File: config.mk
export PLATFORM = sky130hd
export DESIGN_NAME = phy_bringup_seq
export DESIGN_NICKNAME = d
export VERILOG_FILES = /design/src/rtl/phy_seq_pkg.sv /design/src/rtl/phy_mgmt_port.sv /design/src/rtl/phy_adv_map.sv /design/src/rtl/phy_poll_ctr.sv /design/src/rtl/phy_bringup_seq.sv
export SDC_FILE = /design/constraint.sdc
export NUM_CORES = 1
export LEC_CHECK = 0
export BUFFER_PORTS_ARGS = -buffer_cell sky130_fd_sc_hd__buf_2
export CAP_MARGIN = 20
export CORE_MARGIN = 2
export CORE_UTILIZATION = 50
export DETAILED_ROUTE_END_ITERATION = 6
export GPL_ROUTABILITY_DRIVEN = 0
export PLACE_DENSITY = 0.79
export SLEW_MARGIN = 20
export SYNTH_ARGS = -nofsm -noshare
export SYNTH_HDL_FRONTEND = slang
export SYNTH_SLANG_ARGS = --single-unit
File: constraint.sdc
create_clock -name clk -period 5.9 [get_ports clk]
set_clock_uncertainty 0.15 [all_clocks]
set_input_delay 0.59 -clock clk [delete_from_list [all_inputs] [get_ports clk]]
set_output_delay 0.59 -clock clk [all_outputs]
set_load 0.03 [all_outputs]
File: src/rtl/phy_seq_pkg.sv
package phy_seq_pkg;
  // PHY register numbers
  localparam int REG_CTRL  = 0;
  localparam int REG_STAT  = 1;
  localparam int REG_ADV   = 4;
  localparam int REG_IMASK = 18;

  // control register bits
  localparam int CTRL_RESET   = 15;
  localparam int CTRL_SPEED   = 13;
  localparam int CTRL_AN_EN   = 12;
  localparam int CTRL_AN_RST  = 9;
  localparam int CTRL_DUPLEX  = 8;

  // status register bits
  localparam int STAT_AN_DONE = 5;
  localparam int STAT_RFAULT  = 4;
  localparam int STAT_ABIL_LO = 11;

  // advertisement layout
  localparam int N_ABIL       = 5;
  localparam int ADV_ABIL_LO  = 5;
  localparam int SEL_W        = 5;
  localparam logic [SEL_W-1:0] SEL_CSMA = 5'b00001;

  typedef enum logic [3:0] {
    ST_IDLE, ST_RST_WR, ST_RST_RD, ST_RST_WAIT, ST_MASK_WR, ST_CAP_RD,
    ST_ADV_WR, ST_ANEG_WR, ST_AN_RD, ST_RF_WR, ST_AN_WAIT
  } seq_state_e;
endpackage

File: src/rtl/phy_mgmt_port.sv
module phy_mgmt_port #(
  parameter int AW = 5,
  parameter int DW = 16
) (
  input  logic          clk,
  input  logic          rst_n,
  input  logic          go,
  input  logic          go_write,
  input  logic [AW-1:0] go_addr,
  input  logic [DW-1:0] go_wdata,
  output logic          req_valid,
  input  logic          req_ready,
  output logic          req_write,
  output logic [AW-1:0] req_addr,
  output logic [DW-1:0] req_wdata,
  input  logic          rsp_valid,
  output logic          op_done
);
  logic pend_q, wait_q;

  always_ff @(posedge clk) begin
    if (!rst_n) begin
      pend_q    <= 1'b0;
      wait_q    <= 1'b0;
      req_write <= 1'b0;
      req_addr  <= '0;
      req_wdata <= '0;
    end else if (!pend_q && !wait_q) begin
      if (go) begin
        pend_q    <= 1'b1;
        req_write <= go_write;
        req_addr  <= go_addr;
        req_wdata <= go_write ? go_wdata : '0;
      end
    end else if (pend_q) begin
      if (req_ready) begin
        pend_q <= 1'b0;
        wait_q <= !req_write;
      end
    end else if (rsp_valid) begin
      wait_q <= 1'b0;
    end
  end

  assign req_valid = pend_q;
  assign op_done   = (pend_q && req_ready && req_write) || (wait_q && rsp_valid);
endmodule

File: src/rtl/phy_adv_map.sv
module phy_adv_map
  import phy_seq_pkg::*;
#(
  parameter int DW = 16
) (
  input  logic [N_ABIL-1:0] abil,
  output logic [DW-1:0]     adv_word
);
  logic [N_ABIL-1:0] adv_bits;

  for (genvar i = 0; i < N_ABIL; i++) begin : g_abil
    assign adv_bits[i] = abil[i];
  end

  always_comb begin
    adv_word = '0;
    adv_word[SEL_W-1:0] = SEL_CSMA;
    adv_word[ADV_ABIL_LO +: N_ABIL] = adv_bits;
  end
endmodule

File: src/rtl/phy_poll_ctr.sv
module phy_poll_ctr #(
  parameter int LIMIT = 6
) (
  input  logic clk,
  input  logic rst_n,
  input  logic clr,
  input  logic inc,
  output logic last
);
  localparam int CW = $clog2(LIMIT + 1);
  logic [CW-1:0] cnt_q;

  always_ff @(posedge clk) begin
    if (!rst_n || clr) cnt_q <= '0;
    else if (inc)      cnt_q <= cnt_q + 1'b1;
  end

  assign last = (cnt_q == CW'(LIMIT - 1));
endmodule

File: src/rtl/phy_bringup_seq.sv
module phy_bringup_seq
  import phy_seq_pkg::*;
#(
  parameter int AW        = 5,
  parameter int DW        = 16,
  parameter int RST_POLLS = 6,
  parameter int AN_POLLS  = 20
) (
  input  logic          clk,
  input  logic          rst_n,
  input  logic          start,
  input  logic          tick,
  output logic          req_valid,
  input  logic          req_ready,
  output logic          req_write,
  output logic [AW-1:0] req_addr,
  output logic [DW-1:0] req_wdata,
  input  logic          rsp_valid,
  input  logic [DW-1:0] rsp_rdata,
  output logic          done,
  output logic          failed,
  output logic          timeout
);
  localparam logic [DW-1:0] W_RESET   = DW'(1) << CTRL_RESET;
  localparam logic [DW-1:0] W_RESTART = (DW'(1) << CTRL_AN_EN) | (DW'(1) << CTRL_AN_RST);
  localparam logic [DW-1:0] W_FORCE   = W_RESTART | (DW'(1) << CTRL_SPEED) | (DW'(1) << CTRL_DUPLEX);
  localparam logic [DW-1:0] W_MASKALL = '1;

  seq_state_e state_q;
  logic [N_ABIL-1:0] caps_q;
  logic [DW-1:0] adv_word, go_wdata;
  logic [AW-1:0] go_addr;
  logic go, go_write, op_done;
  logic rst_last, an_last, begin_run, rst_inc, an_inc;
  logic done_q, failed_q, tmo_q;
  logic rd_reset, rd_an_done, rd_rfault;
  logic unused_rd;

  assign rd_reset   = rsp_rdata[CTRL_RESET];
  assign rd_an_done = rsp_rdata[STAT_AN_DONE];
  assign rd_rfault  = rsp_rdata[STAT_RFAULT];
  assign unused_rd  = ^rsp_rdata;

  assign begin_run = (state_q == ST_IDLE) && start;
  assign rst_inc   = (state_q == ST_RST_RD) && op_done && rd_reset && !rst_last;
  assign an_inc    = (state_q == ST_AN_RD) && op_done && !rd_an_done && !an_last;

  always_comb begin
    go       = 1'b1;
    go_write = 1'b1;
    go_addr  = AW'(REG_CTRL);
    go_wdata = '0;
    unique case (state_q)
      ST_RST_WR:  go_wdata = W_RESET;
      ST_RST_RD:  go_write = 1'b0;
      ST_MASK_WR: begin go_addr = AW'(REG_IMASK); go_wdata = W_MASKALL; end
      ST_CAP_RD:  begin go_addr = AW'(REG_STAT); go_write = 1'b0; end
      ST_ADV_WR:  begin go_addr = AW'(REG_ADV); go_wdata = adv_word; end
      ST_ANEG_WR: go_wdata = W_RESTART;
      ST_AN_RD:   begin go_addr = AW'(REG_STAT); go_write = 1'b0; end
      ST_RF_WR:   go_wdata = W_FORCE;
      default:    go = 1'b0;
    endcase
  end

  always_ff @(posedge clk) begin
    if (!rst_n) begin
      state_q  <= ST_IDLE;
      caps_q   <= '0;
      done_q   <= 1'b0;
      failed_q <= 1'b0;
      tmo_q    <= 1'b0;
    end else begin
      done_q <= 1'b0;
      unique case (state_q)
        ST_IDLE: if (start) begin
          state_q  <= ST_RST_WR;
          failed_q <= 1'b0;
          tmo_q    <= 1'b0;
        end
        ST_RST_WR:  if (op_done) state_q <= ST_RST_RD;
        ST_RST_RD:  if (op_done) begin
          if (!rd_reset)     state_q <= ST_MASK_WR;
          else if (rst_last) begin
            state_q <= ST_IDLE;
            tmo_q   <= 1'b1;
            done_q  <= 1'b1;
          end else           state_q <= ST_RST_WAIT;
        end
        ST_RST_WAIT: if (tick)    state_q <= ST_RST_RD;
        ST_MASK_WR:  if (op_done) state_q <= ST_CAP_RD;
        ST_CAP_RD:   if (op_done) begin
          caps_q  <= rsp_rdata[STAT_ABIL_LO +: N_ABIL];
          state_q <= ST_ADV_WR;
        end
        ST_ADV_WR:   if (op_done) state_q <= ST_ANEG_WR;
        ST_ANEG_WR:  if (op_done) state_q <= ST_AN_RD;
        ST_AN_RD:    if (op_done) begin
          if (rd_an_done) begin
            state_q  <= ST_IDLE;
            failed_q <= rd_rfault;
            done_q   <= 1'b1;
          end else if (an_last) begin
            state_q  <= ST_IDLE;
            failed_q <= 1'b1;
            done_q   <= 1'b1;
          end else if (rd_rfault) state_q <= ST_RF_WR;
          else                    state_q <= ST_AN_WAIT;
        end
        ST_RF_WR:    if (op_done) state_q <= ST_AN_WAIT;
        ST_AN_WAIT:  if (tick)    state_q <= ST_AN_RD;
        default:     state_q <= ST_IDLE;
      endcase
    end
  end

  phy_mgmt_port #(.AW(AW), .DW(DW)) i_port (
    .clk(clk), .rst_n(rst_n), .go(go), .go_write(go_write), .go_addr(go_addr),
    .go_wdata(go_wdata), .req_valid(req_valid), .req_ready(req_ready),
    .req_write(req_write), .req_addr(req_addr), .req_wdata(req_wdata),
    .rsp_valid(rsp_valid), .op_done(op_done)
  );

  phy_adv_map #(.DW(DW)) i_adv (.abil(caps_q), .adv_word(adv_word));

  phy_poll_ctr #(.LIMIT(RST_POLLS)) i_rst_ctr (
    .clk(clk), .rst_n(rst_n), .clr(begin_run), .inc(rst_inc), .last(rst_last)
  );

  phy_poll_ctr #(.LIMIT(AN_POLLS)) i_an_ctr (
    .clk(clk), .rst_n(rst_n), .clr(begin_run), .inc(an_inc), .last(an_last)
  );

  assign done    = done_q;
  assign failed  = failed_q;
  assign timeout = tmo_q;
endmodule

* Word level (Yosys, flattened, before mapping) *
Cells that the tools add are included.

storage, ports and cells
  word-level logic and storage cells = 121
  output and inout port bits = 26
  input bits = 22
  bits in registers = 44

operators by class
  add/sub/neg operators = 2
  mux-type cells = 45
  equal/unequal tests = 28
  reductions and logical operators = 33
  bitwise operators = 1

operator list
  operator                                        count
  one-hot mux 16 bit (5 select lines)             1
  two-way mux 4 bit                               13
  one-hot mux 4 bit (11 select lines)             1
  inequality test 2 bit (second input constant)   15
  two-way mux 1 bit                               22
  == test 4 x 3 -> 1 bit (second input constant)  4
  two-way mux 16 bit                              1
  one-hot mux 5 bit (3 select lines)              1
  == test 4 bit (second input constant)           3
  logical AND 1 bit                               11
  AND reduction 11 bit                            1
  == test 4 x 2 -> 1 bit (second input constant)  2
  OR reduction 8 bit                              1
  logical NOT 1 bit                               7
  one-hot mux 1 bit (2 select lines)              3
  nonzero test 2 bit                              3
  adder 5 x 1 -> 5 bit (second input constant)    1
  == test 5 bit (second input constant)           1
  AND reduction 5 bit                             1
  == test 4 x 1 -> 1 bit (second input constant)  1
  logical NOT 4 bit                               1
  two-way mux 2 bit                               2
  AND reduction 2 bit                             2
  AND reduction 4 bit                             1
  other kinds (9)                                 10

* Depth between registers and ports, before layout *
  depth in word-level cells = 6
  depth in mapped cells = 8
  depth with buffers taken out = 7

* By module *
Synthesis repeated with hierarchy kept, for this count alone.

unflattened totals
  cell total of the unflattened synthesis = 304
  area, all modules = 2558.7 um^2

modules (own cells, without submodules)
  module                     instances  cells an instance  seq. area each (um^2)  area each (um^2)
  phy_mgmt_port              1          107                480.5                  1017.2
  phy_bringup_seq            1          140                240.2                  1007.2
  phy_poll_ctr at i_an_ctr   1          24                 100.1                  251.5
  phy_poll_ctr at i_rst_ctr  1          15                 60.1                   155.1
  phy_adv_map                1          18                 0.0                    127.6

* Worst setup path after synthesis *
Ideal clock, no wire load.

  path type = register to register
  start point = register state_q[1]
  end point = register i_an_ctr.cnt_q[3]
  required time = 5.627 ns
  path slack = 4.004 ns
  stages on the path, launching flop included = 7
  library setup time = 0.123 ns
  buffers on the path = 1
  clock period less this slack = 1.896 ns
  arrival time = 1.623 ns
  cell sequence = dfxtp_1 buf_6 or4b_4 nor4_4 nand4_1 xor2_1 nor2_1

between the ends
  word-level cells in the longest chain between the ends = 4
  elaborated cells on any way between the ends = 7
  classes of those cells = eq/ne: 1; reduce/logical: 6

ends and longest elaborated chain
  element                          line                   RTL
  start: declaration               phy_bringup_seq.sv:29  seq_state_e state_q;
  start signal: assignment         phy_bringup_seq.sv:68  state_q <= ST_IDLE;
  start signal: assignment         phy_bringup_seq.sv:77  state_q <= ST_RST_WR;
  start signal: assignment         phy_bringup_seq.sv:81  ST_RST_WR: if (op_done) state_q <= ST_RST_RD;
  == test 4 bit                    phy_bringup_seq.sv:46  assign an_inc = (state_q == ST_AN_RD) && op_done && !rd_an_done && !an_last;
  logical AND 1 bit (3 in series)  phy_bringup_seq.sv:46
  end signal: assignment           phy_poll_ctr.sv:15     else if (inc) cnt_q <= cnt_q + 1'b1;
  end: declaration                 phy_poll_ctr.sv:11     logic [CW-1:0] cnt_q;

Parallel ways exist; a longest one is shown, timed or not.
A chain may end at the register's enable or synchronous reset.

* Worst setup path in the final report *
  start point = register state_q[1]
  end point = register i_port.req_wdata[14]

between the ends
  word-level cells in the longest chain between the ends = 4
  elaborated cells on any way between the ends = 14
  classes of those cells = eq/ne: 8; mux: 3; reduce/logical: 3

ends and longest elaborated chain
  element                                               line                   RTL
  == test 4 x 2 -> 1 bit, or another cell as far along  phy_bringup_seq.sv:53  unique case (state_q)
  OR reduction 8 bit (no line)                          --
  two-way mux 1 bit                                     phy_bringup_seq.sv:53
  AND reduction 2 bit (no line)                         --
  end signal: assignment                                phy_mgmt_port.sv:33    req_wdata <= go_write ? go_wdata : '0;
  end: declaration                                      phy_mgmt_port.sv:15    output logic [DW-1:0] req_wdata,

Parallel ways exist; a longest one is shown, timed or not.

==> reports/results.tsv <==
stage	metric	value	unit
sta	slew margin rel.	57.74	%
critical_path	CP required	5.99	ns
global_route	gr ovfl total	0	
synthesis	top post-synthesis cells by count	dfxtp_1 (36), nor2_1 (18), nor2b_1 (14), o21ai_0 (12), nand2_1 (11)	
synthesis	cell area after synthesis	0.001912	sq mm
flow_run	max cap viols	0	
power_and_ir_drop	Pint	461.1	uW
critical_path	FF-to-FF path depth	5	
floorplan	Core ar.	0.003661	sq mm
detailed_routing	1st-iter DRT viols	84	
critical_path	Setup crit end kind	flip-flop	
sta	Tmin final	2.575	ns
layout	final cell count without fillers	296	
global_route	grt met2 use	28.66	%
sta	Fmax achieved	388.3	MHz
floorplan	die height	65.84	microns
synthesis	number of synthesized register bits	36	
synthesis	Yosys Warn Count	0	
clocking	Clock Path Buffers	2	
synthesis	Synth Area per Inst	8.573	sq um
global_route	gr usage total	18.84	%
synthesis	Post-Syn Nets	248	
detailed_routing	vias per cell	5.429	
placed_design	Port Buf Inserts	37	
sta	RSZ-0062 raised after global routing	false	
sta	slew at the pin closest to its max-slew limit	0.6251	ns
power_and_ir_drop	worst ir drop on vdd	196.4	uV
power_and_ir_drop	pwr dens	365.8	mW/mm^2
run_status	status	completed	
power_and_ir_drop	Logic pwr share	36.6	%
floorplan	Initial Utilization	52.22	%
clocking	H-Tree Depth	2	
synthesis	Post-synth EDFFs	0	
detailed_routing	vias	1607	
critical_path	Crit Path Max Fanout	20	
sta	Tcrit/Tclk final	43.65	%
worst_hold_path	Hold Path Depth	2	
critical_path	Crit path arrival time	2.66	ns
clocking	Root Buffer	clkbuf_8	
clocking	clk sinks	36	
floorplan	row cnt	22	
synthesis	top_reg_cell synth	dfxtp_1	
global_route	largest net degree at the start of global routing	32	
global_route	GR Util met3	4.770	%
floorplan	die width	65.84	microns
global_route	first-pass GRT wire length	6285	microns
global_route	vias in the first global route	1461	
layout	Area Overhead vs Synth	11.32	%
synthesis	synth top area cells	dfxtp_1 (38%), nor2b_1 (4.6%), mux2i_1 (4.2%)	
synthesis	Async S/R FF share, synth	0	%
detailed_routing	Routed WL	3695	microns
clocking	CTS clk-pin slew, worst paths	0.07	ns
sta	Final Max Slew Viols	0	
sta	final hold vios	0	
synthesis	area share of the largest cell type after synthesis	37.70	%
synthesis	dominant cell by count in the synthesized netlist	dfxtp_1	
clocking	Post-CTS Resized	0	
placed_design	Placed Cells	288	
floorplan	DIE AREA	0.004334	sq mm
power_and_ir_drop	Sw Share	40.78	%
floorplan	# IOs	48	
synthesis	cells after synthesis	223	
layout	Antenna Cells	0	
sta	endpoints failing setup	0	
layout	share of cells above drive strength 1	19.76	%
critical_path	nature of the critical path startpoint	flip-flop	
detailed_routing	Routed Antenna Nets	0	
power_and_ir_drop	sequential fraction of design power	41.5	%
global_route	met1 usage	24.28	%
detailed_routing	drt first pass iters	4	
detailed_routing	DR DRC count	0	
clocking	TritonCTS clock tree	yes	
synthesis	Yosys cell types	45	
critical_path	Setup CP Type	reg -> reg	
global_route	GRT busiest layer	met2	
layout	fin nets	272	
power_and_ir_drop	Leak	0.0008894	uW
global_route	initial antenna violation count	0	
worst_hold_path	worst min path class	reg -> reg	
synthesis	Seq/Total Area, Yosys	37.70	%
sta	setup TNS	0	ns
detailed_routing	Avg WL per Cell	12.48	microns
clocking	total CTS buffers	5	
power_and_ir_drop	P_sw	317.5	uW
synthesis	top cell type by total area after synthesis	dfxtp_1	
clocking	hold_buf cts	0	
layout	end-of-flow core utilization	58.13	%
clocking	Setup Buffers After CTS	0	
power_and_ir_drop	clock share of power	22.0	%
placed_design	dpl hpwl	2609	microns
clocking	clk_lat worst skew	0.29	ns
[cells by family (layout without fill, tap and decap cells)]
kind of cell             after synthesis  count (layout)  synth area share [%]
flip-flops                            36              36                 37.70
multiplexers                           9               9                 4.778
AND/OR/NAND/NOR                       86              86                 26.11
AO/OA/AOI/OAI                         52              52                 17.93
other                                  1               1                0.1961
XOR/XNOR                               8               8                 3.665
adder cells (fa/ha/maj)                3               3                 1.964
buffers and inverters                 28              53                 7.657
[per-layer routing]
| layer | part of all wire [%] | vias to the layer above |
|---|---|---|
| li1 | - | 815 |
| met1 | 47 | 733 |
| met2 | 44 | 51 |
| met3 | 5.7 | 8 |
| met4 | 2.7 | 0 |
| met5 | 0 | - |
[sequential cells by signal, summed over array words and instances, names as in the netlist]
signal and flops:
timeout 1, i_port.req_addr 3, done 1, i_port.req_write 1
i_port.wait_q 1, i_rst_ctr.cnt_q 3, i_an_ctr.cnt_q 5, failed 1
caps_q 5, state_q 4, i_port.req_wdata 10, i_port.req_valid 1
[critical path: stages (launching register included)]
cell	delay, ns
dfxtp_1	0.73
nor2_1	0.22
a21boi_0	0.34
and3_1	0.56
nor3b_1	0.34
o21a_1	0.17
[layout make-up]
cell class	count	area [sq um]
Fill cell	348	1533
Multi-Input combinational cell	159	1045
Sequential cell	36	720.7
Timing Repair Buffer	37	185.2
Clock buffer	5	68.82
Tap cell	48	60.06
Inverter	8	30.03
Clock inverter	3	18.77
[layout by cell type (no fill, tap or decap), drive strengths merged, types with 2 or more instances in the layout]
cell    count
buf        37
dfxtp      36
nor2       18
nor2b      14
o21ai      12
nand2      11
a21boi     10
o21a        9
nand2b      9
a21oi       9
inv         8
mux2i       8
nand4       7
xor2        6
nand3       5
clkbuf      5
and2        4
nor3b       4
and3        4
ha          3
clkinv      3
o31ai       2
a32oi       2
xnor2       2
a211oi      2
a31oi       2
nor4        2
[worst paths after layout]
check	start	endpoint	slack (ns)
worst min-delay path	i_port.req_addr[2]	i_port.req_addr[2]	0.31
worst max register to register	state_q[1]	i_port.req_wdata[14]	3.32
worst max-delay path	state_q[1]	i_port.req_wdata[14]	3.32
worst min register to register	i_port.req_addr[2]	i_port.req_addr[2]	0.31
[power groups by stage]
stage / registers [uW] / clock network, uW / logic, uW
2_1_floorplan: 313 / 0 / 248
3_3_place_gp: 325 / 0 / 280
6_report: 323 / 171 / 285
3_5_place_dp: 326 / 0 / 283
5_1_grt: 328 / 186 / 318
4_1_cts: 321 / 175 / 284
[stage by stage]
step | total power, uW | setup slack [ns] | area [sq um] | hold slack, ns
CTS | 779.9 | 3.391 | 2128 | 0.3188
finish | 778.6 | 3.325 | 2128 | 0.3132
global route | 831.1 | 3.104 | 2128 | 0.3411
detailed placement | 609.0 | 3.396 | 2041 | 0.3088
floorplan | 560.2 | 4.004 | 1912 | 0.3213
global placement | 604.7 | 3.428 | 2041 | 0.3026
Power figures use the tool's default switching activity.
